[config.mk]
export PLATFORM = sky130hd
export DESIGN_NAME = flash_seq
export DESIGN_NICKNAME = d
export VERILOG_FILES = /design/src/rtl/flash_seq_pkg.sv /design/src/rtl/flash_seq_addr.sv /design/src/rtl/flash_seq_steps.sv /design/src/rtl/flash_seq_errlatch.sv /design/src/rtl/flash_seq.sv
export SDC_FILE = /design/constraint.sdc
export NUM_CORES = 1
export LEC_CHECK = 0
export ABC_AREA = 1
export ABC_CLOCK_PERIOD_IN_PS = 4200
export BUFFER_PORTS_ARGS = -buffer_cell sky130_fd_sc_hd__buf_2
export CAP_MARGIN = 20
export CORE_MARGIN = 2
export CORE_UTILIZATION = 58
export DETAILED_ROUTE_END_ITERATION = 12
export PLACE_DENSITY = 0.81
export SLEW_MARGIN = 40
export SYNTH_ARGS = -nofsm -noshare
export SYNTH_HDL_FRONTEND = slang
export SYNTH_SLANG_ARGS = --single-unit
[constraint.sdc]
create_clock -name clk -period 4.2 [get_ports clk]
set_input_delay 0.84 -clock clk [delete_from_list [all_inputs] [get_ports clk]]
set_output_delay 0.84 -clock clk [all_outputs]
set_load 0.01 [all_outputs]
[src/rtl/flash_seq_pkg.sv]
package flash_seq_pkg;

  parameter int unsigned REG_AW = 8;
  parameter int unsigned DATA_W = 16;
  parameter int unsigned PC_W = 6;
  parameter int unsigned ECC_COUNT = 4;
  parameter int unsigned SUB_BYTES = 512;
  parameter int unsigned SPARE_BYTES = 16;
  localparam int unsigned SUB_STRIDE = (SUB_BYTES + SPARE_BYTES) / 2;

  typedef enum logic [1:0] {OP_READ = 2'd0, OP_PROG = 2'd1, OP_ERASE = 2'd2, OP_PRE = 2'd3} op_e;
  typedef enum logic [2:0] {K_WR, K_DISC, K_POLL, K_STAT, K_END} kind_e;
  typedef enum logic [1:0] {S_IDLE, S_LOAD, S_WAIT} seq_st_e;

  typedef struct packed {
    kind_e kind;
    logic [REG_AW-1:0] reg_off;
    logic [DATA_W-1:0] data;
  } step_t;

  typedef struct packed {
    logic [REG_AW-1:0] r_ctrl, r_seq, r_cmd, r_addr, r_nop, r_ecc, r_data, r_aux, r_dend;
    logic [DATA_W-1:0] c_ce, s_rst, c_rst, s_rd, c_rd, c_rd2, s_wr, c_wr, s_pg, c_pg2;
    logic [DATA_W-1:0] s_er, c_ba, c_er2, s_fl, c_fl, ecc_rd, good1, good2, rdy;
  } cfg_t;

  localparam cfg_t CFG_DEF = '{
    r_ctrl: 8'h10, r_seq: 8'h12, r_cmd: 8'h14, r_addr: 8'h16, r_nop: 8'h18,
    r_ecc: 8'h1A, r_data: 8'h00, r_aux: 8'h1C, r_dend: 8'h1E,
    c_ce: 16'h0011, s_rst: 16'h00A0, c_rst: 16'h00FF, s_rd: 16'h00A1, c_rd: 16'h0030,
    c_rd2: 16'h0031, s_wr: 16'h00A2, c_wr: 16'h0080, s_pg: 16'h00A3, c_pg2: 16'h0010,
    s_er: 16'h00A4, c_ba: 16'h0060, c_er2: 16'h00D0, s_fl: 16'h00A5, c_fl: 16'h0070,
    ecc_rd: 16'h8000, good1: 16'h00E0, good2: 16'h0080, rdy: 16'h0004
  };

  function automatic step_t mk(kind_e k, logic [REG_AW-1:0] r, logic [DATA_W-1:0] d);
    step_t s;
    s.kind = k;
    s.reg_off = r;
    s.data = d;
    return s;
  endfunction

endpackage

[src/rtl/flash_seq_addr.sv]
module flash_seq_addr
  import flash_seq_pkg::*;
#(
  parameter int unsigned PAGE_W = 18,
  parameter int unsigned COL_W = 10
) (
  input  logic [PAGE_W-1:0] page,
  input  logic [COL_W-1:0]  col,
  output logic [31:0]       dev_addr
);
  logic [15:0] blk;
  logic [15:0] idx;

  assign blk = 16'(page >> 2);
  assign idx = 16'(page[1:0]) * 16'(SUB_STRIDE) + 16'(col >> 1);
  assign dev_addr = {blk, idx};
endmodule

[src/rtl/flash_seq_steps.sv]
module flash_seq_steps
  import flash_seq_pkg::*;
#(
  parameter cfg_t CFG = CFG_DEF
) (
  input  op_e             op,
  input  logic [PC_W-1:0] pc,
  input  logic [31:0]     dev_addr,
  output step_t           step
);
  localparam logic [PC_W-1:0] PRE_LEN = PC_W'(8);
  localparam logic [PC_W-1:0] PROG_TAIL = PC_W'(25);
  localparam logic [PC_W-1:0] ERASE_TAIL = PC_W'(19);

  logic [DATA_W-1:0] ab [4];
  logic [PC_W-1:0] tail_at;
  logic [PC_W-1:0] rel;
  step_t nop;

  for (genvar i = 0; i < 4; i++) begin : g_byte
    assign ab[i] = DATA_W'(dev_addr[8*i +: 8]);
  end

  assign nop = mk(K_WR, CFG.r_nop, '0);
  assign tail_at = (op == OP_PROG) ? PROG_TAIL : ERASE_TAIL;
  assign rel = pc - tail_at;

  always_comb begin
    step = mk(K_END, '0, '0);
    if (pc < PRE_LEN) begin
      case (pc)
        6'd0: step = mk(K_WR, CFG.r_ctrl, CFG.c_ce);
        6'd1: step = mk(K_WR, CFG.r_seq, CFG.s_rst);
        6'd2: step = mk(K_WR, CFG.r_cmd, CFG.c_rst);
        6'd5: step = mk(K_DISC, CFG.r_ctrl, '0);
        6'd6: step = mk(K_POLL, CFG.r_ctrl, '0);
        default: step = nop;
      endcase
    end else if ((op == OP_PROG || op == OP_ERASE) && pc >= tail_at) begin
      case (rel)
        6'd0:  step = mk(K_WR, CFG.r_seq, CFG.s_fl);
        6'd1:  step = mk(K_WR, CFG.r_cmd, CFG.c_fl);
        6'd2:  step = mk(K_WR, CFG.r_ecc, CFG.ecc_rd | DATA_W'(ECC_COUNT));
        6'd3, 6'd4, 6'd5, 6'd6, 6'd7, 6'd12, 6'd15: step = nop;
        6'd8:  step = mk(K_STAT, CFG.r_data, CFG.good1);
        6'd9:  step = mk(K_STAT, CFG.r_data, CFG.good2);
        6'd10: step = mk(K_STAT, CFG.r_aux, CFG.good2);
        6'd11: step = mk(K_WR, CFG.r_dend, '0);
        6'd13: step = mk(K_DISC, CFG.r_ctrl, '0);
        6'd14: step = mk(K_POLL, CFG.r_ctrl, '0);
        default: step = mk(K_END, '0, '0);
      endcase
    end else begin
      case (op)
        OP_READ: begin
          case (pc)
            6'd8:  step = mk(K_WR, CFG.r_seq, CFG.s_rd);
            6'd9:  step = mk(K_WR, CFG.r_cmd, CFG.c_rd);
            6'd10, 6'd15, 6'd17, 6'd18: step = nop;
            6'd11: step = mk(K_WR, CFG.r_addr, ab[0]);
            6'd12: step = mk(K_WR, CFG.r_addr, ab[1]);
            6'd13: step = mk(K_WR, CFG.r_addr, ab[2]);
            6'd14: step = mk(K_WR, CFG.r_addr, ab[3]);
            6'd16: step = mk(K_WR, CFG.r_cmd, CFG.c_rd2);
            6'd19: step = mk(K_DISC, CFG.r_ctrl, '0);
            6'd20: step = mk(K_POLL, CFG.r_ctrl, '0);
            default: step = mk(K_END, '0, '0);
          endcase
        end
        OP_PROG: begin
          case (pc)
            6'd8:  step = mk(K_WR, CFG.r_seq, CFG.s_wr);
            6'd9:  step = mk(K_WR, CFG.r_cmd, CFG.c_wr);
            6'd10, 6'd15, 6'd16, 6'd21, 6'd22: step = nop;
            6'd11: step = mk(K_WR, CFG.r_addr, ab[0]);
            6'd12: step = mk(K_WR, CFG.r_addr, ab[1]);
            6'd13: step = mk(K_WR, CFG.r_addr, ab[2]);
            6'd14: step = mk(K_WR, CFG.r_addr, ab[3]);
            6'd17, 6'd23: step = mk(K_DISC, CFG.r_ctrl, '0);
            6'd18, 6'd24: step = mk(K_POLL, CFG.r_ctrl, '0);
            6'd19: step = mk(K_WR, CFG.r_seq, CFG.s_pg);
            6'd20: step = mk(K_WR, CFG.r_cmd, CFG.c_pg2);
            default: step = mk(K_END, '0, '0);
          endcase
        end
        OP_ERASE: begin
          case (pc)
            6'd8:  step = mk(K_WR, CFG.r_seq, CFG.s_er);
            6'd9:  step = mk(K_WR, CFG.r_cmd, CFG.c_ba);
            6'd10, 6'd13, 6'd15, 6'd16: step = nop;
            6'd11: step = mk(K_WR, CFG.r_addr, ab[2]);
            6'd12: step = mk(K_WR, CFG.r_addr, ab[3]);
            6'd14: step = mk(K_WR, CFG.r_cmd, CFG.c_er2);
            6'd17: step = mk(K_DISC, CFG.r_ctrl, '0);
            6'd18: step = mk(K_POLL, CFG.r_ctrl, '0);
            default: step = mk(K_END, '0, '0);
          endcase
        end
        default: step = mk(K_END, '0, '0);
      endcase
    end
  end
endmodule

[src/rtl/flash_seq_errlatch.sv]
module flash_seq_errlatch (
  input  logic clk,
  input  logic rst,
  input  logic set,
  input  logic query,
  output logic ack,
  output logic fail_out
);
  logic pend;

  always_ff @(posedge clk) begin
    if (rst) begin
      pend <= 1'b0;
      ack <= 1'b0;
      fail_out <= 1'b0;
    end else begin
      ack <= query;
      if (query) fail_out <= pend;
      if (set) pend <= 1'b1;
      else if (query) pend <= 1'b0;
    end
  end

  assert_clear_R11: assert property (@(posedge clk) disable iff (rst)
    query && !set |=> !pend);
  assert_ack_R11: assert property (@(posedge clk) disable iff (rst)
    ack |-> $past(query));
  assert_hold_R11: assert property (@(posedge clk) disable iff (rst)
    set |=> pend);
endmodule

[src/rtl/flash_seq.sv]
module flash_seq
  import flash_seq_pkg::*;
#(
  parameter int unsigned PAGE_W = 18,
  parameter int unsigned COL_W = 10,
  parameter int unsigned POLL_LIMIT = 1000,
  parameter cfg_t CFG = CFG_DEF
) (
  input  logic              clk,
  input  logic              rst,
  input  logic              req_valid,
  output logic              req_ready,
  input  logic [1:0]        req_op,
  input  logic [PAGE_W-1:0] req_page,
  input  logic [COL_W-1:0]  req_col,
  output logic              done,
  output logic              done_fail,
  output logic              done_tmo,
  input  logic              stat_req,
  output logic              stat_ack,
  output logic              stat_fail,
  output logic              bus_valid,
  output logic              bus_write,
  output logic [REG_AW-1:0] bus_addr,
  output logic [DATA_W-1:0] bus_wdata,
  input  logic              bus_ready,
  input  logic [DATA_W-1:0] bus_rdata
);
  localparam int unsigned CNT_W = $clog2(POLL_LIMIT + 1);

  seq_st_e state;
  op_e op_q;
  logic [31:0] addr_q, addr_in;
  logic [PC_W-1:0] pc;
  logic [CNT_W-1:0] poll_cnt;
  kind_e kind_q;
  logic [DATA_W-1:0] chk_q;
  logic op_fail;
  step_t cur;

  flash_seq_addr #(.PAGE_W(PAGE_W), .COL_W(COL_W)) u_addr (
    .page(req_page), .col(req_col), .dev_addr(addr_in));

  flash_seq_steps #(.CFG(CFG)) u_steps (
    .op(op_q), .pc(pc), .dev_addr(addr_q), .step(cur));

  flash_seq_errlatch u_err (
    .clk(clk), .rst(rst), .set(done && done_fail), .query(stat_req),
    .ack(stat_ack), .fail_out(stat_fail));

  assign req_ready = (state == S_IDLE);

  always_ff @(posedge clk) begin
    if (rst) begin
      state <= S_IDLE;
      op_q <= OP_READ;
      addr_q <= '0;
      pc <= '0;
      poll_cnt <= '0;
      kind_q <= K_END;
      chk_q <= '0;
      op_fail <= 1'b0;
      done <= 1'b0;
      done_fail <= 1'b0;
      done_tmo <= 1'b0;
      bus_valid <= 1'b0;
      bus_write <= 1'b0;
      bus_addr <= '0;
      bus_wdata <= '0;
    end else begin
      done <= 1'b0;
      case (state)
        S_IDLE: begin
          if (req_valid) begin
            op_q <= op_e'(req_op);
            addr_q <= addr_in;
            pc <= '0;
            op_fail <= 1'b0;
            state <= S_LOAD;
          end
        end
        S_LOAD: begin
          if (cur.kind == K_END) begin
            done <= 1'b1;
            done_fail <= op_fail;
            done_tmo <= 1'b0;
            state <= S_IDLE;
          end else begin
            bus_valid <= 1'b1;
            bus_write <= (cur.kind == K_WR);
            bus_addr <= cur.reg_off;
            bus_wdata <= (cur.kind == K_WR) ? cur.data : '0;
            kind_q <= cur.kind;
            chk_q <= cur.data;
            state <= S_WAIT;
          end
        end
        S_WAIT: begin
          if (bus_ready) begin
            bus_valid <= 1'b0;
            state <= S_LOAD;
            case (kind_q)
              K_DISC: begin
                pc <= pc + 1'b1;
                poll_cnt <= '0;
              end
              K_POLL: begin
                if ((bus_rdata & CFG.rdy) != '0) begin
                  pc <= pc + 1'b1;
                end else if (poll_cnt == CNT_W'(POLL_LIMIT - 1)) begin
                  done <= 1'b1;
                  done_fail <= 1'b1;
                  done_tmo <= 1'b1;
                  state <= S_IDLE;
                end else begin
                  poll_cnt <= poll_cnt + 1'b1;
                end
              end
              K_STAT: begin
                if (bus_rdata != chk_q) op_fail <= 1'b1;
                pc <= pc + 1'b1;
              end
              default: pc <= pc + 1'b1;
            endcase
          end
        end
        default: state <= S_IDLE;
      endcase
    end
  end

  always_ff @(posedge clk) begin
    if (!rst) begin
      assert_poll_bound_R12: assert (poll_cnt < CNT_W'(POLL_LIMIT))
        else $error("poll counter past its limit");
    end
  end

  assert_hold_R2: assert property (@(posedge clk) disable iff (rst)
    bus_valid && !bus_ready |=> bus_valid && $stable(bus_addr) && $stable(bus_wdata) && $stable(bus_write));
  assert_busy_R2: assert property (@(posedge clk) disable iff (rst)
    bus_valid |-> !req_ready);
  assert_nop_zero_R3: assert property (@(posedge clk) disable iff (rst)
    bus_valid && bus_write && bus_addr == CFG.r_nop |-> bus_wdata == '0);
  assert_tmo_fail_R12: assert property (@(posedge clk) disable iff (rst)
    done && done_tmo |-> done_fail);
  assert_pulse_R13: assert property (@(posedge clk) disable iff (rst)
    done |=> !done && req_ready);
  assert_quiet_R13: assert property (@(posedge clk) disable iff (rst)
    done |-> !bus_valid);
endmodule

==> metrics.md <==
| Metric | Value |
|---|---|
| Mapped Cells | 816 |
| Row cnt | 34 |
| Clk sink count | 81 |
| HP Start | u_err.pend$_SDFFE_PP0P_ |
| Commonest non-fill, non-tap cell in the layout | nand2_1 |
| CP most frequent cell | nand2_1 |
| Critical-path cell list | inv_1, ha_1, inv_1, ha_1, a21oi_1, nand2_1, o21ai_1, a21oi_1, nand3_1, nand3_1, nor2_4, nand2_4, nand2_4, nand2_1, nand2_1, nand2_1, nor2_1 |
| DP HPWL | 10400 um |
| Share of layout cells above drive strength 1 | 13.9% |
| Setup crit start kind | flop |
| Worst-path fanout max | 24 |
| Via-to-Cell Ratio | 5.44 |
| Layout Skew | 0.0114 ns |
| Post-synth EDFFs | 0 |
| Post-synthesis async set-or-reset flop share | 0% |
| Antenna Nets Post-Route | 0 |
| Post-Place Setup Slack | 0.735 ns |
| Outcome | finished, final reports clean |
| Fin Setup TNS | 0 ns |
| Syn Std Cell Area | 5270 um2 |
| Most frequent cells in the layout | 183 x nand2_1, 112 x nor2_1, 81 x inv_1, 81 x dfxtp_1, 76 x nand3_1 |
| Vias in the first global route | 4941 |
| Initial Util | 60.2% |
| TritonCTS buffer count | 9 |
| Reg-to-Reg End | done_tmo$_SDFFE_PP0P_ |
| Layout Nets | 950 |
| Drt pass-1 iters | 6 |
| Syn-to-layout area delta | 11.2% |
| # H-tree levels | 3 |
| Antenna cells | 0 |
| Max_cap viols | 0 |
| Syn Area/Cell | 6.46 um2 |
| Critical path arrival | 3.82 ns |
| Worst hold path class | reg2reg |
| Routed vias | 5378 |
| Worst vdd ir | 0.232 mV |
| Worst r2r path cells | 17 |
| Hold Path Depth | 2 |
| Post-CTS Setup Bufs | 0 |
| DRC | 0 |
| Multi-input logic area | 3130 um2 |
| Worst-Skew Late Latency | 0.36 ns |
| Fillers | 810 |
| Critical path buffer and inverter count | 2 |
| Clock root buffer | clkbuf_8 |
| Core Box Area | 8760 um2 |
| RSZ-0062 raised after global routing | false |
| Max Root-Sink Buffers | 2 |
| Max-slew violations | 0 |
| Setup ws final | 0.683 ns |
| Pwr per Cell Area | 372 nW/um2 |
| Final period util | 83.7% |
| Register area share after synthesis | 30.8% |
| DIE WIDTH | 99.3 um |
| Io pins | 83 |
| Final Wtd Congestion | 0.988 |
| GRT Util Overall | 28.6% |
| Crit path max-delay family | simple AND/OR/NAND/NOR gates |
| CTS tree | yes |
| Largest net degree at the start of global routing | 39 |
| Rel. slew slack | 47.9% |
| Die Area | 9870 um2 |
| Final setup violation count | 0 |
| I/O Buffers | 70 |
| Initial drt markers | 331 |
| R2R Path Start | op_q[1]$_SDFFE_PP0P_ |
| Req. time, crit path | 4.50 ns |
| Static Leak | 2.79 nW |
| Worst Max-Slew Pin Slew | 0.774 ns |
| DRT Wirelength | 13700 um |
| Placed cell count | 972 |
| FMAX | 0.284 GHz |
| R2R setup slack | 0.68 ns |
| Yosys reg bits | 81 |
| Initial antenna violation count | 0 |
| Yosys warns | 0 |
| Critical path's slowest cell | ha_1 |
| Reg clk slew, reported paths | 0.08 ns |
| Resized cells post-CTS | 0 |
| Final Hold Fails | 0 |
| Final min period | 3.52 ns |
| Global-route wire length before repair | 22900 um |
| Main synth FF type | dfxtp_1 |
| Nature of the critical path endpoint | flop |
| Total grt overflow | 0 |
| Count of different cell masters after synthesis | 42 |
| FF+latch area | 1620 um2 |
| Drt wl/cell | 13.9 um |
| Crit path kind | reg2reg |
| Die H | 99.3 um |
| CP max stage delay | 0.59 ns |
| Final Non-Filler Cells | 988 |
| Worst hold slack | 0.466 ns |
| CTS Hold Bufs | 0 |
| Hold path endpoint | u_err.pend$_SDFFE_PP0P_ |
tightest hold or removal path: cells and delay by family, from the launching register on:
family | cells | cell delay (ns)
compound gates | 1 | 0.05
flops | 1 | 0.32
simple gates | 1 | 0.06
kinds of logic (layout without fill, tap and decap cells):
family	after synthesis	in the layout	share of synthesized area [%]
flops	81	81	30.8
fa+ha+maj	24	24	5.98
compound gates	136	136	13.8
xor+xnor	16	16	2.66
buf+inv	127	181	10.5
simple gates	431	431	36.2
other cells	1	11	0.0711
per-layer routing:
metal,share of wire [%],GRT usage [%],routed length [um],vias up
met3,6.2,4.50,847,31
met4,3.0,12.3,406,0
li1,-,-,-,2747
met1,43,36.0,5870,2420
met5,0,0,0,-
met2,48,48.4,6600,180
how the worst max path moves through the flow:
stage                               startpoint                     end  slack, ns  cells after the start
after global placement    op_q[1]$_SDFFE_PP0P_  kind_q[2]$_SDFFE_PP1P_       0.79                     16
after global routing      op_q[1]$_SDFFE_PP0P_  done_fail$_SDFFE_PP0P_       0.28                     17
final                     op_q[1]$_SDFFE_PP0P_   done_tmo$_SDFFE_PP0P_       0.68                     17
after floorplan           op_q[1]$_SDFFE_PP0P_   chk_q[0]$_SDFFE_PP0P_       1.65                     17
after CTS                 op_q[1]$_SDFFE_PP0P_   done_tmo$_SDFFE_PP0P_       0.69                     17
after detailed placement  op_q[1]$_SDFFE_PP0P_  kind_q[2]$_SDFFE_PP1P_       0.73                     16
Yosys cell counts, drive strengths merged, types with 4 or more instances:
cell type	number	area, um2
nand2	191	752
nor2	126	543
inv	91	344
dfxtp	81	1620
nand3	76	380
o21ai	61	305
a21oi	54	270
ha	22	275
buf	19	145
clkbuf	16	60.1
nor3	15	80.1
xor2	13	114
nand4	8	50.1
nor4	7	43.8
nor3b	4	30.0
o31ai	4	30.0
state kept, by name, indices dropped and copies added (netlist names):
| signal | cells |
|---|---|
| bus_valid | 1 |
| u_err.ack | 1 |
| bus_write | 1 |
| op_fail | 1 |
| done_fail | 1 |
| poll_cnt | 10 |
| state | 2 |
| op_q | 2 |
| done_tmo | 1 |
| pc | 6 |
| u_err.pend | 1 |
| chk_q | 9 |
| addr_q | 27 |
| done | 1 |
| bus_addr | 4 |
| bus_wdata | 9 |
| kind_q | 3 |
| u_err.fail_out | 1 |
where the power goes:
group | switching [mW] | total [mW] | internal, mW
combinational | 0.359 | 0.539 | 0.180
sequential | 0.0597 | 0.924 | 0.865
clock | 0.316 | 0.719 | 0.402
metrics by stage:
| stage | utilization [%] | cell area (um2) | power [mW] |
|---|---|---|---|
| finish | 66.9 | 5860 | 2.18 |
| floorplan | - | 5310 | 1.34 |
| CTS | 66.9 | 5860 | 2.19 |
| global route | 66.9 | 5860 | 2.31 |
| detailed placement | 64.0 | 5610 | 1.48 |
| global placement | 64.0 | 5610 | 1.46 |
layout make-up:
cell class / count / share of cell area [%]
sequential: 81 / 27.7
clock inverter: 7 / 2.11
inverter: 92 / 5.94
timing repair buffer: 73 / 6.36
tap: 108 / 2.31
multi-input combinational: 618 / 53.5
clock buffer: 9 / 2.11
Power figures use the tool's default switching activity.
